**src/rtl/rsz_seq_pkg.sv**
```systemverilog
package rsz_seq_pkg;
  typedef enum logic [2:0] {
    ST_IDLE = 3'd0,
    ST_P1   = 3'd1,
    ST_WAIT = 3'd2,
    ST_P2   = 3'd3,
    ST_DROP = 3'd4
  } seq_st_t;
endpackage

```
**src/rtl/rsz_seq_actmon.sv**
```systemverilog
module rsz_seq_actmon (
  input  logic clk,
  input  logic rst_n,
  input  logic src_live,
  input  logic live_sof,
  input  logic live_valid,
  output logic late_switch
);
  logic src_q;
  logic act_q;
  logic act_en;
  logic act_d;

  assign act_en = live_sof | live_valid;
  assign act_d  = live_sof ? live_valid : 1'b1;

  always_ff @(posedge clk or negedge rst_n) begin
    if (!rst_n) begin
      src_q <= 1'b0;
      act_q <= 1'b0;
    end else begin
      src_q <= src_live;
      if (act_en) begin
        act_q <= act_d;
      end
    end
  end

  // rising select with a live frame already in flight, not a fresh start
  assign late_switch = src_live & ~src_q & act_q & ~live_sof;
endmodule

```
**src/rtl/rsz_seq_fsm.sv**
```systemverilog
module rsz_seq_fsm
  import rsz_seq_pkg::*;
(
  input  logic    clk,
  input  logic    rst_n,
  input  logic    src_live,
  input  logic    two_pass,
  input  logic    late_switch,
  input  logic    live_sof,
  input  logic    mem_sof,
  input  logic    pass1_done,
  input  logic    pass2_done,
  output seq_st_t st,
  output logic    fwd_live,
  output logic    fwd_mem,
  output logic    ovf_set
);
  seq_st_t st_q;
  seq_st_t st_d;
  logic    sw_evt;
  logic    busy_evt;

  assign sw_evt   = late_switch & (st_q == ST_IDLE);
  assign busy_evt = live_sof & ((st_q == ST_WAIT) | (st_q == ST_P2));
  assign ovf_set  = sw_evt | busy_evt;

  always_comb begin
    st_d = st_q;
    unique case (st_q)
      ST_IDLE: begin
        if (sw_evt)                    st_d = ST_DROP;
        else if (src_live & live_sof)  st_d = ST_P1;
        else if (~src_live & mem_sof)  st_d = ST_P2;
      end
      ST_P1:   if (pass1_done) st_d = two_pass ? ST_WAIT : ST_IDLE;
      ST_WAIT: if (mem_sof)    st_d = ST_P2;
      ST_P2:   if (pass2_done) st_d = ST_IDLE;
      ST_DROP: if (live_sof)   st_d = src_live ? ST_P1 : ST_IDLE;
      default:                 st_d = ST_IDLE;
    endcase
  end

  always_ff @(posedge clk or negedge rst_n) begin
    if (!rst_n) st_q <= ST_IDLE;
    else        st_q <= st_d;
  end

  always_comb begin
    fwd_live = (st_q == ST_P1) | ((st_d == ST_P1) & live_sof);
    fwd_mem  = (st_q == ST_P2) | ((st_d == ST_P2) & mem_sof);
  end

  assign st = st_q;
endmodule

```
**src/rtl/rsz_seq_outreg.sv**
```systemverilog
module rsz_seq_outreg #(
  parameter int DW = 10
) (
  input  logic          clk,
  input  logic          rst_n,
  input  logic          fwd_live,
  input  logic          fwd_mem,
  input  logic          live_sof,
  input  logic          live_valid,
  input  logic [DW-1:0] live_data,
  input  logic          mem_sof,
  input  logic          mem_valid,
  input  logic [DW-1:0] mem_data,
  output logic          rsz_sof,
  output logic          rsz_valid,
  output logic [DW-1:0] rsz_data,
  output logic          rsz_from_mem
);
  logic          v_d;
  logic          s_d;
  logic [DW-1:0] d_d;
  logic          data_en;

  always_comb begin
    v_d = 1'b0;
    s_d = 1'b0;
    d_d = live_data;
    if (fwd_live) begin
      v_d = live_valid;
      s_d = live_sof & live_valid;
    end else if (fwd_mem) begin
      v_d = mem_valid;
      s_d = mem_sof & mem_valid;
      d_d = mem_data;
    end
  end

  assign data_en = v_d;

  always_ff @(posedge clk or negedge rst_n) begin
    if (!rst_n) begin
      rsz_valid    <= 1'b0;
      rsz_sof      <= 1'b0;
      rsz_from_mem <= 1'b0;
    end else begin
      rsz_valid <= v_d;
      rsz_sof   <= s_d;
      if (data_en) rsz_from_mem <= fwd_mem & ~fwd_live;
    end
  end

  always_ff @(posedge clk) begin
    if (data_en) rsz_data <= d_d;
  end
endmodule

```
**src/rtl/rsz_seq_flag.sv**
```systemverilog
module rsz_seq_flag #(
  parameter int STAT_W  = 32,
  parameter int OVF_BIT = 24
) (
  input  logic              clk,
  input  logic              rst_n,
  input  logic              ovf_set,
  input  logic              ovf_clr,
  output logic              ovf_flag,
  output logic [STAT_W-1:0] evt_word
);
  logic flag_q;
  logic flag_en;
  logic flag_d;

  assign flag_en = ovf_set | ovf_clr;
  assign flag_d  = ovf_set;

  always_ff @(posedge clk or negedge rst_n) begin
    if (!rst_n)       flag_q <= 1'b0;
    else if (flag_en) flag_q <= flag_d;
  end

  for (genvar g = 0; g < STAT_W; g++) begin : g_evt
    if (g == OVF_BIT) begin : g_hit
      assign evt_word[g] = flag_q;
    end else begin : g_zero
      assign evt_word[g] = 1'b0;
    end
  end

  assign ovf_flag = flag_q;
endmodule

```
**src/rtl/rsz_pass_seq.sv**
```systemverilog
module rsz_pass_seq
  import rsz_seq_pkg::*;
#(
  parameter int DW      = 10,
  parameter int STAT_W  = 32,
  parameter int OVF_BIT = 24
) (
  input  logic              clk,
  input  logic              rst_n,
  input  logic              cfg_src_live,
  input  logic              cfg_two_pass,
  input  logic              ovf_clr,
  input  logic              live_sof,
  input  logic              live_valid,
  input  logic [DW-1:0]     live_data,
  input  logic              mem_sof,
  input  logic              mem_valid,
  input  logic [DW-1:0]     mem_data,
  input  logic              pass1_done,
  input  logic              pass2_done,
  output logic              rsz_sof,
  output logic              rsz_valid,
  output logic [DW-1:0]     rsz_data,
  output logic              rsz_from_mem,
  output logic              live_ready,
  output logic              ovf_flag,
  output logic [STAT_W-1:0] evt_word
);
  logic [1:0] rst_pipe;
  logic       rst_s_n;
  logic       late_switch;
  logic       fwd_live;
  logic       fwd_mem;
  logic       ovf_set;
  seq_st_t    st;

  always_ff @(posedge clk or negedge rst_n) begin
    if (!rst_n) rst_pipe <= 2'b00;
    else        rst_pipe <= {rst_pipe[0], 1'b1};
  end
  assign rst_s_n = rst_pipe[1];

  rsz_seq_actmon u_act (
    .clk(clk), .rst_n(rst_s_n), .src_live(cfg_src_live),
    .live_sof(live_sof), .live_valid(live_valid), .late_switch(late_switch)
  );

  rsz_seq_fsm u_fsm (
    .clk(clk), .rst_n(rst_s_n), .src_live(cfg_src_live), .two_pass(cfg_two_pass),
    .late_switch(late_switch), .live_sof(live_sof), .mem_sof(mem_sof),
    .pass1_done(pass1_done), .pass2_done(pass2_done), .st(st),
    .fwd_live(fwd_live), .fwd_mem(fwd_mem), .ovf_set(ovf_set)
  );

  rsz_seq_outreg #(.DW(DW)) u_out (
    .clk(clk), .rst_n(rst_s_n), .fwd_live(fwd_live), .fwd_mem(fwd_mem),
    .live_sof(live_sof), .live_valid(live_valid), .live_data(live_data),
    .mem_sof(mem_sof), .mem_valid(mem_valid), .mem_data(mem_data),
    .rsz_sof(rsz_sof), .rsz_valid(rsz_valid), .rsz_data(rsz_data),
    .rsz_from_mem(rsz_from_mem)
  );

  rsz_seq_flag #(.STAT_W(STAT_W), .OVF_BIT(OVF_BIT)) u_flag (
    .clk(clk), .rst_n(rst_s_n), .ovf_set(ovf_set), .ovf_clr(ovf_clr),
    .ovf_flag(ovf_flag), .evt_word(evt_word)
  );

  assign live_ready = (st == ST_IDLE);
endmodule

```
**config.mk**
```make
export PLATFORM = sky130hd
export DESIGN_NAME = rsz_pass_seq
export DESIGN_NICKNAME = d
export VERILOG_FILES = /design/src/rtl/rsz_seq_pkg.sv /design/src/rtl/rsz_seq_actmon.sv /design/src/rtl/rsz_seq_fsm.sv /design/src/rtl/rsz_seq_outreg.sv /design/src/rtl/rsz_seq_flag.sv /design/src/rtl/rsz_pass_seq.sv
export SDC_FILE = /design/constraint.sdc
export NUM_CORES = 1
export LEC_CHECK = 0
export BUFFER_PORTS_ARGS = -buffer_cell sky130_fd_sc_hd__buf_2
export CORE_UTILIZATION = 38
export CTS_CLUSTER_SIZE = 14
export DETAILED_ROUTE_END_ITERATION = 16
export GPL_ROUTABILITY_DRIVEN = 0
export PLACE_DENSITY_LB_ADDON = 0.15
export SLEW_MARGIN = 5
export SYNTH_ARGS = -nofsm -noshare
export SYNTH_HDL_FRONTEND = slang
export SYNTH_SLANG_ARGS = --single-unit
```
**constraint.sdc**
```tcl
create_clock -name clk -period 0.8 [get_ports clk]
set_clock_uncertainty 0.05 [all_clocks]
set_input_delay 0.08 -clock clk [delete_from_list [all_inputs] [get_ports clk]]
set_output_delay 0.08 -clock clk [all_outputs]
set_load 0.01 [all_outputs]
```
Yosys cells after proc, flatten, opt, wreduce, memory -nomap -nowiden
Index checks and enable logic that the tools add are counted.
{"block": "word_totals", "regBits": 21, "inputBits": 31, "output_inout_bits": 47, "wordCells": 55}
{"block": "classes", "n_eq_ne": 6, "muxes": 17, "bitwise": 22, "reduce_logical": 1}
{"operator": "two-way mux 3 bit", "count": 7}
{"operator": "two-way mux 10 bit", "count": 2}
{"operator": "one-hot mux 3 bit (5 select lines)", "count": 1}
{"operator": "AND 1 bit", "count": 12}
{"operator": "== test 3 x 2 -> 1 bit (second input constant)", "count": 3}
{"operator": "== test 3 x 1 -> 1 bit (second input constant)", "count": 2}
{"operator": "two-way mux 1 bit", "count": 6}
{"operator": "OR 1 bit", "count": 6}
{"operator": "inverter 1 bit", "count": 4}
{"operator": "== test 3 bit (second input constant)", "count": 1}
{"operator": "zero test 3 bit", "count": 1}
{"operator": "two-way mux 2 bit", "count": 1}

Depth between registers and ports, before layout
{"block": "depth", "ltp_word": 12, "ltp_mapped": 6, "ltp_nobuf": 4}

By module
Synthesis repeated with hierarchy kept, for this count alone.
{"block": "unflattened", "hier_cells": 114, "hier_area_um2": 1296.2}
{"module": "rsz_seq_outreg", "n_inst": 1, "cells_per_inst": 33, "area_each_um2": 588.1, "seq_area_each_um2": 375.4}
{"module": "rsz_seq_fsm", "n_inst": 1, "cells_per_inst": 36, "area_each_um2": 290.3, "seq_area_each_um2": 75.1}
{"module": "rsz_seq_flag", "n_inst": 1, "cells_per_inst": 36, "area_each_um2": 280.3, "seq_area_each_um2": 25.0}
{"module": "rsz_seq_actmon", "n_inst": 1, "cells_per_inst": 5, "area_each_um2": 73.8, "seq_area_each_um2": 50.0}
{"module": "rsz_pass_seq", "n_inst": 1, "cells_per_inst": 4, "area_each_um2": 63.8, "seq_area_each_um2": 50.0}

Worst setup path after synthesis
No wires, ideal clock.
{"block": "synth_path", "path_type": "register -> register", "start": "register u_fsm.st_q[0] (netlist: u_fsm.st[0])", "end": "register u_out.rsz_data[0], enable pin", "setup_ns": 0.393, "arrival_ns": 1.894, "required_ns": 0.357, "setup_slack_ns": -1.537, "stages_incl_launch_ff": 6, "path_buffers": 1, "synth_period_minus_slack_ns": 2.337, "path_cell_list": "dfrtp_1 -> buf_2 -> nor3_2 -> o21a_1 -> nor3_1 -> o21ai_0"}
{"block": "synth_between", "elab_chain_cells": 9, "elab_cells_between_ends": 22, "classes_between": "eq/ne (6); mux (10); bitwise (5); reduce/logical (1)"}
{"item": "from (decl)", "line_no": "rsz_seq_fsm.sv:18", "source": "seq_st_t st_q;"}
{"item": "from (signal assigned)", "line_no": "rsz_seq_fsm.sv:45", "source": "else st_q <= st_d;"}
{"item": "zero test 3 bit *"}
{"item": "via live_ready", "line_no": "rsz_pass_seq.sv:25", "source": "output logic live_ready,"}
{"item": "AND 1 bit", "line_no": "rsz_seq_fsm.sv:23", "source": "assign sw_evt = late_switch & (st_q == ST_IDLE);"}
{"item": "two-way mux 3 bit", "line_no": "rsz_seq_fsm.sv:31", "source": "if (sw_evt) st_d = ST_DROP;"}
{"item": "one-hot mux 3 bit (5 select lines) *", "line_no": "rsz_seq_fsm.sv:29", "source": "unique case (st_q)"}
{"item": "== test 3 x 2 -> 1 bit", "line_no": "rsz_seq_fsm.sv:50", "source": "fwd_mem = (st_q == ST_P2) | ((st_d == ST_P2) & mem_sof);"}
{"item": "AND 1 bit", "line_no": "rsz_seq_fsm.sv:50"}
{"item": "OR 1 bit", "line_no": "rsz_seq_fsm.sv:50"}
{"item": "two-way mux 1 bit", "line_no": "rsz_seq_outreg.sv:31", "source": "end else if (fwd_mem) begin"}
{"item": "two-way mux 1 bit *", "line_no": "rsz_seq_outreg.sv:28", "source": "if (fwd_live) begin"}
{"item": "via u_out.data_en", "line_no": "rsz_seq_outreg.sv:22", "source": "logic data_en;"}
{"item": "to (signal assigned)", "line_no": "rsz_seq_outreg.sv:53", "source": "if (data_en) rsz_data <= d_d;"}
{"item": "to (decl)", "line_no": "rsz_seq_outreg.sv:16", "source": "output logic [DW-1:0] rsz_data,"}
The timed path passes the listed nets; every way through them passes the cells marked *.
A chain may end at the register's enable or synchronous reset.

Worst setup path in the final report
{"block": "layout_path", "start": "register u_fsm.st_q[0] (netlist: u_fsm.st[0])", "end": "register u_out.rsz_data[4], data pin"}
{"block": "layout_between", "elab_chain_cells": 9, "elab_cells_between_ends": 22, "classes_between": "eq/ne (6); mux (10); bitwise (5); reduce/logical (1)"}
{"item": "zero test 3 bit or two-way mux 3 bit (tied branches)", "line_no": "rsz_seq_fsm.sv:23, rsz_seq_fsm.sv:29, rsz_seq_fsm.sv:33"}
{"item": "AND 1 bit or two-way mux 3 bit (tied branches)", "line_no": "rsz_seq_fsm.sv:23, rsz_seq_fsm.sv:32"}
{"item": "two-way mux 3 bit", "line_no": "rsz_seq_fsm.sv:31"}
{"item": "one-hot mux 3 bit (5 select lines)", "line_no": "rsz_seq_fsm.sv:29"}
{"item": "== test 3 x 2 -> 1 bit", "line_no": "rsz_seq_fsm.sv:50"}
{"item": "AND 1 bit", "line_no": "rsz_seq_fsm.sv:50"}
{"item": "OR 1 bit", "line_no": "rsz_seq_fsm.sv:50"}
{"item": "two-way mux 10 bit", "line_no": "rsz_seq_outreg.sv:31"}
{"item": "two-way mux 10 bit *", "line_no": "rsz_seq_outreg.sv:28"}
{"item": "via u_out.d_d[4]", "line_no": "rsz_seq_outreg.sv:21", "source": "logic [DW-1:0] d_d;"}
Marked as above.

==> key figures <==
Power and ir drop
  – Final Power: 0.00541 W
  – P_leak: 0.907 nW
  – VDD IR max: 1140 uV
  – P per Cell Area: 2960 nW/um2

Drt
  – DRT iter0 DRCs: 17
  – First-pass DRT Iterations: 4
  – Routed len/inst: 11.3 um
  – Final WL: 2560 um
  – DR vias/cell: 4.27
  – Post-route ant nets: 0
  – Via count: 964
  – DRC Markers: 0

Critical path
  – Data arrival, critical path: 1.71 ns
  – Worst setup path category: flop to flop
  – R2R depth: 4
  – Crit-path slowest cell: dfrtp_1
  – Crit path capture type: flop
  – Flop-to-flop setup slack: -0.87 ns
  – Crit-path max FO: 5
  – CP startpoint kind: flop
  – Slowest Stage Delay on Critical Path: around 0.41 ns
  – CP Cell Sequence: or2_1 > a211oi_2 > buf_4 > mux2_4
  – Capturing point of the worst reg2reg path: u_out.rsz_data[4]
  – Req. time, crit path: a little over 0.8 ns
  – RR Startpoint: u_fsm.st[0]

Synth
  – Yosys warns: 0
  – Mean area per synthesized cell: 11.5 um2
  – Synth Register Bits: 21
  – Synth area leader: edfxtp_1
  – Top cells by area, synth: edfxtp_1, dfrtp_1, buf_4
  – Register area share after synthesis: 0.462
  – Mapped cell area: 1250 um2
  – Yosys cell types: 33
  – Cell count after synthesis: around 110
  – Post-synth top area share: 0.241

Layout
  – Commonest non-fill, non-tap cells in the layout: buf_2, conb_1, buf_4
  – Antenna Cells: 0
  – Share of layout cells above drive strength 1: 0.577
  – FF+latch area: about 580 um2
  – Area delta synth->final: 46.9%
  – Area occupied by multi-input gates: 627 um2
  – Layout Nets: 214
  – Post-Layout Inst Area: 1830 um2
  – Most common cell after layout, fill and taps aside: buf_2
  – Fill cells: 251

Floorplanning
  – Die ar.: 3510 um2
  – Die H: slightly below 60 um
  – CORE AREA: 3080 um2
  – Top-Level Pins: about 80
  – Initial Utilization: 0.405
  – Cell row count: 20
  – Die width: 59.3 um

STA
  – Fin crit share: 2.09
  – Setup violators final: 43
  – Setup ws final: -0.874 ns
  – Final min period: 1.67 ns
  – Setup tns final: -23.76 ns
  – F_max: about 600 MHz
  – Hold Slack: -0.0200 ns
  – Final hold viol count: 3
  – Max Transition Viols Final: 0
  – RSZ-0062 raised after global routing: yes

Placed design
  – Post-place setup slack: -0.859 ns
  – Final HPWL DP: 1780 um
  – IO buf count: 46
  – Placement Cell Area: 1540 um2

Clock network
  – Clock slew at reported path FFs: 0.12 ns
  – CTS Buf Count: 3
  – Clock buffer depth: 2
  – Clk Latency, worst-skew pair: 0.32 ns
  – Clock sinks: 21
  – CTS Root Cell: clkbuf_4
  – TritonCTS clock tree: done
  – Hold-fix buffers, CTS: 4
  – H-tree depth: 1

Status
  – Status: finished with violations
  – Failing checks: negative hold slack, negative setup slack

Global routing
  – Vias in the first global route: a little under 900
  – GRT overflow: 0
  – First-pass GRT wire length: 3820 um
  – GR Util All Layers: 0.150
  – Initial antenna violation count: 0
  – Largest net degree at the start of global routing: 13

Min path
  – Hold Path End: u_fsm.st[2]
  – Hold WC Path Type: primary input to flop
  – HP Start: live_sof
  – Worst hold stages: 3

Job
  – MaxCap Viol Count: 0
## state kept, by name (all words and copies together) (netlist names)
signal,cells
rst_pipe,2
u_act.act_q,1
u_act.src_q,1
u_flag.ovf_flag,1
u_fsm.st,3
u_out.rsz_data,10
u_out.rsz_from_mem,1
u_out.rsz_sof,1
u_out.rsz_valid,1
## synth_stat cells (all sizes together)
cell type and number:
a211o 1, a211oi 2, a21o 2, a21oi 4, a2bb2oi 1, and2 1, and2b 1, buf 36
conb 2, dfrtp 11, edfxtp 10, inv 3, mux2 10, nand2 1, nand2b 5, nand3 1
nand4 1, nand4b 1, nor2 2, nor2b 1, nor3 3, nor4 1, o211ai 1, o21a 1
o21ai 3, o311ai 1, o31ai 1, or2 1
## cell families (layout without fill, tap and decap cells)
kind of cell    after synthesis  in the layout  share of synthesized area
compound gates               17             17                      0.100
buf+inv                      39             83                      0.225
flops                        21             21                      0.462
mux                          10             10                      0.114
other cells                   2             32                    0.00603
simple gates                 19             19                     0.0924
## power breakdown
group	internal, W	total, W	switching (W)
Clock	0.000188	0.000529	0.000341
Combinational	0.00178	0.00320	0.00142
Sequential	0.00154	0.00168	0.000143
Total	0.00351	0.00541	0.00190
## worst max-delay path by stage
stage / start / endpoint / slack, ns / cells after the start
finish: u_fsm.st[0] / u_out.rsz_data[4] / -0.87 / 4
global route: u_fsm.st[0] / u_out.rsz_data[8] / -0.93 / 6
CTS: u_fsm.st[0] / u_out.rsz_data[5] / -0.89 / 6
detailed placement: u_fsm.st[0] / u_out.rsz_data[5] / -0.86 / 6
floorplan: u_fsm.st[0] / u_out.rsz_data[1] / -0.84 / 4
global placement: u_fsm.st[0] / u_out.rsz_data[5] / -0.83 / 6
## metal layers
layer	wire length, um	track usage	vias to the layer above
li1	-	-	455
met1	971	0.165	446
met2	1320	0.255	55
met3	182	0.0349	8
met4	85	0.102	0
met5	0	0	-
## critical path: cells and delay by family, from the launching register on
kind,cells,cell delay [ns]
flip-flops,1,0.41
multiplexers,1,0.30
AO/OA/AOI/OAI,1,0.24
AND/OR/NAND/NOR,1,0.22
buffers and inverters,1,0.21
## per-stage QoR
step | std cells | util
global placement | 209 | 0.500
global route | 226 | 0.595
finish | 226 | 0.595
CTS | 222 | 0.575
detailed placement | 209 | 0.500
floorplan | 138 | -
## cell type report
cell class	instances	area share
clock buffer	3	0.0123
clock inverter	1	0.00273
inverter	3	0.00615
multi-input combinational	78	0.342
sequential	21	0.316
tap	44	0.0301
timing repair buffer	76	0.290
## what timing repair did
item                                    CTS  global route
pin swaps                                 3             6
endpoints found under the hold margin     6             8
setup buffers                             6             4
resized for setup                        28             8
cloned                                    0             0
endpoints found under the setup margin   43            44
Note: power is estimated with default switching activity, not from simulation.
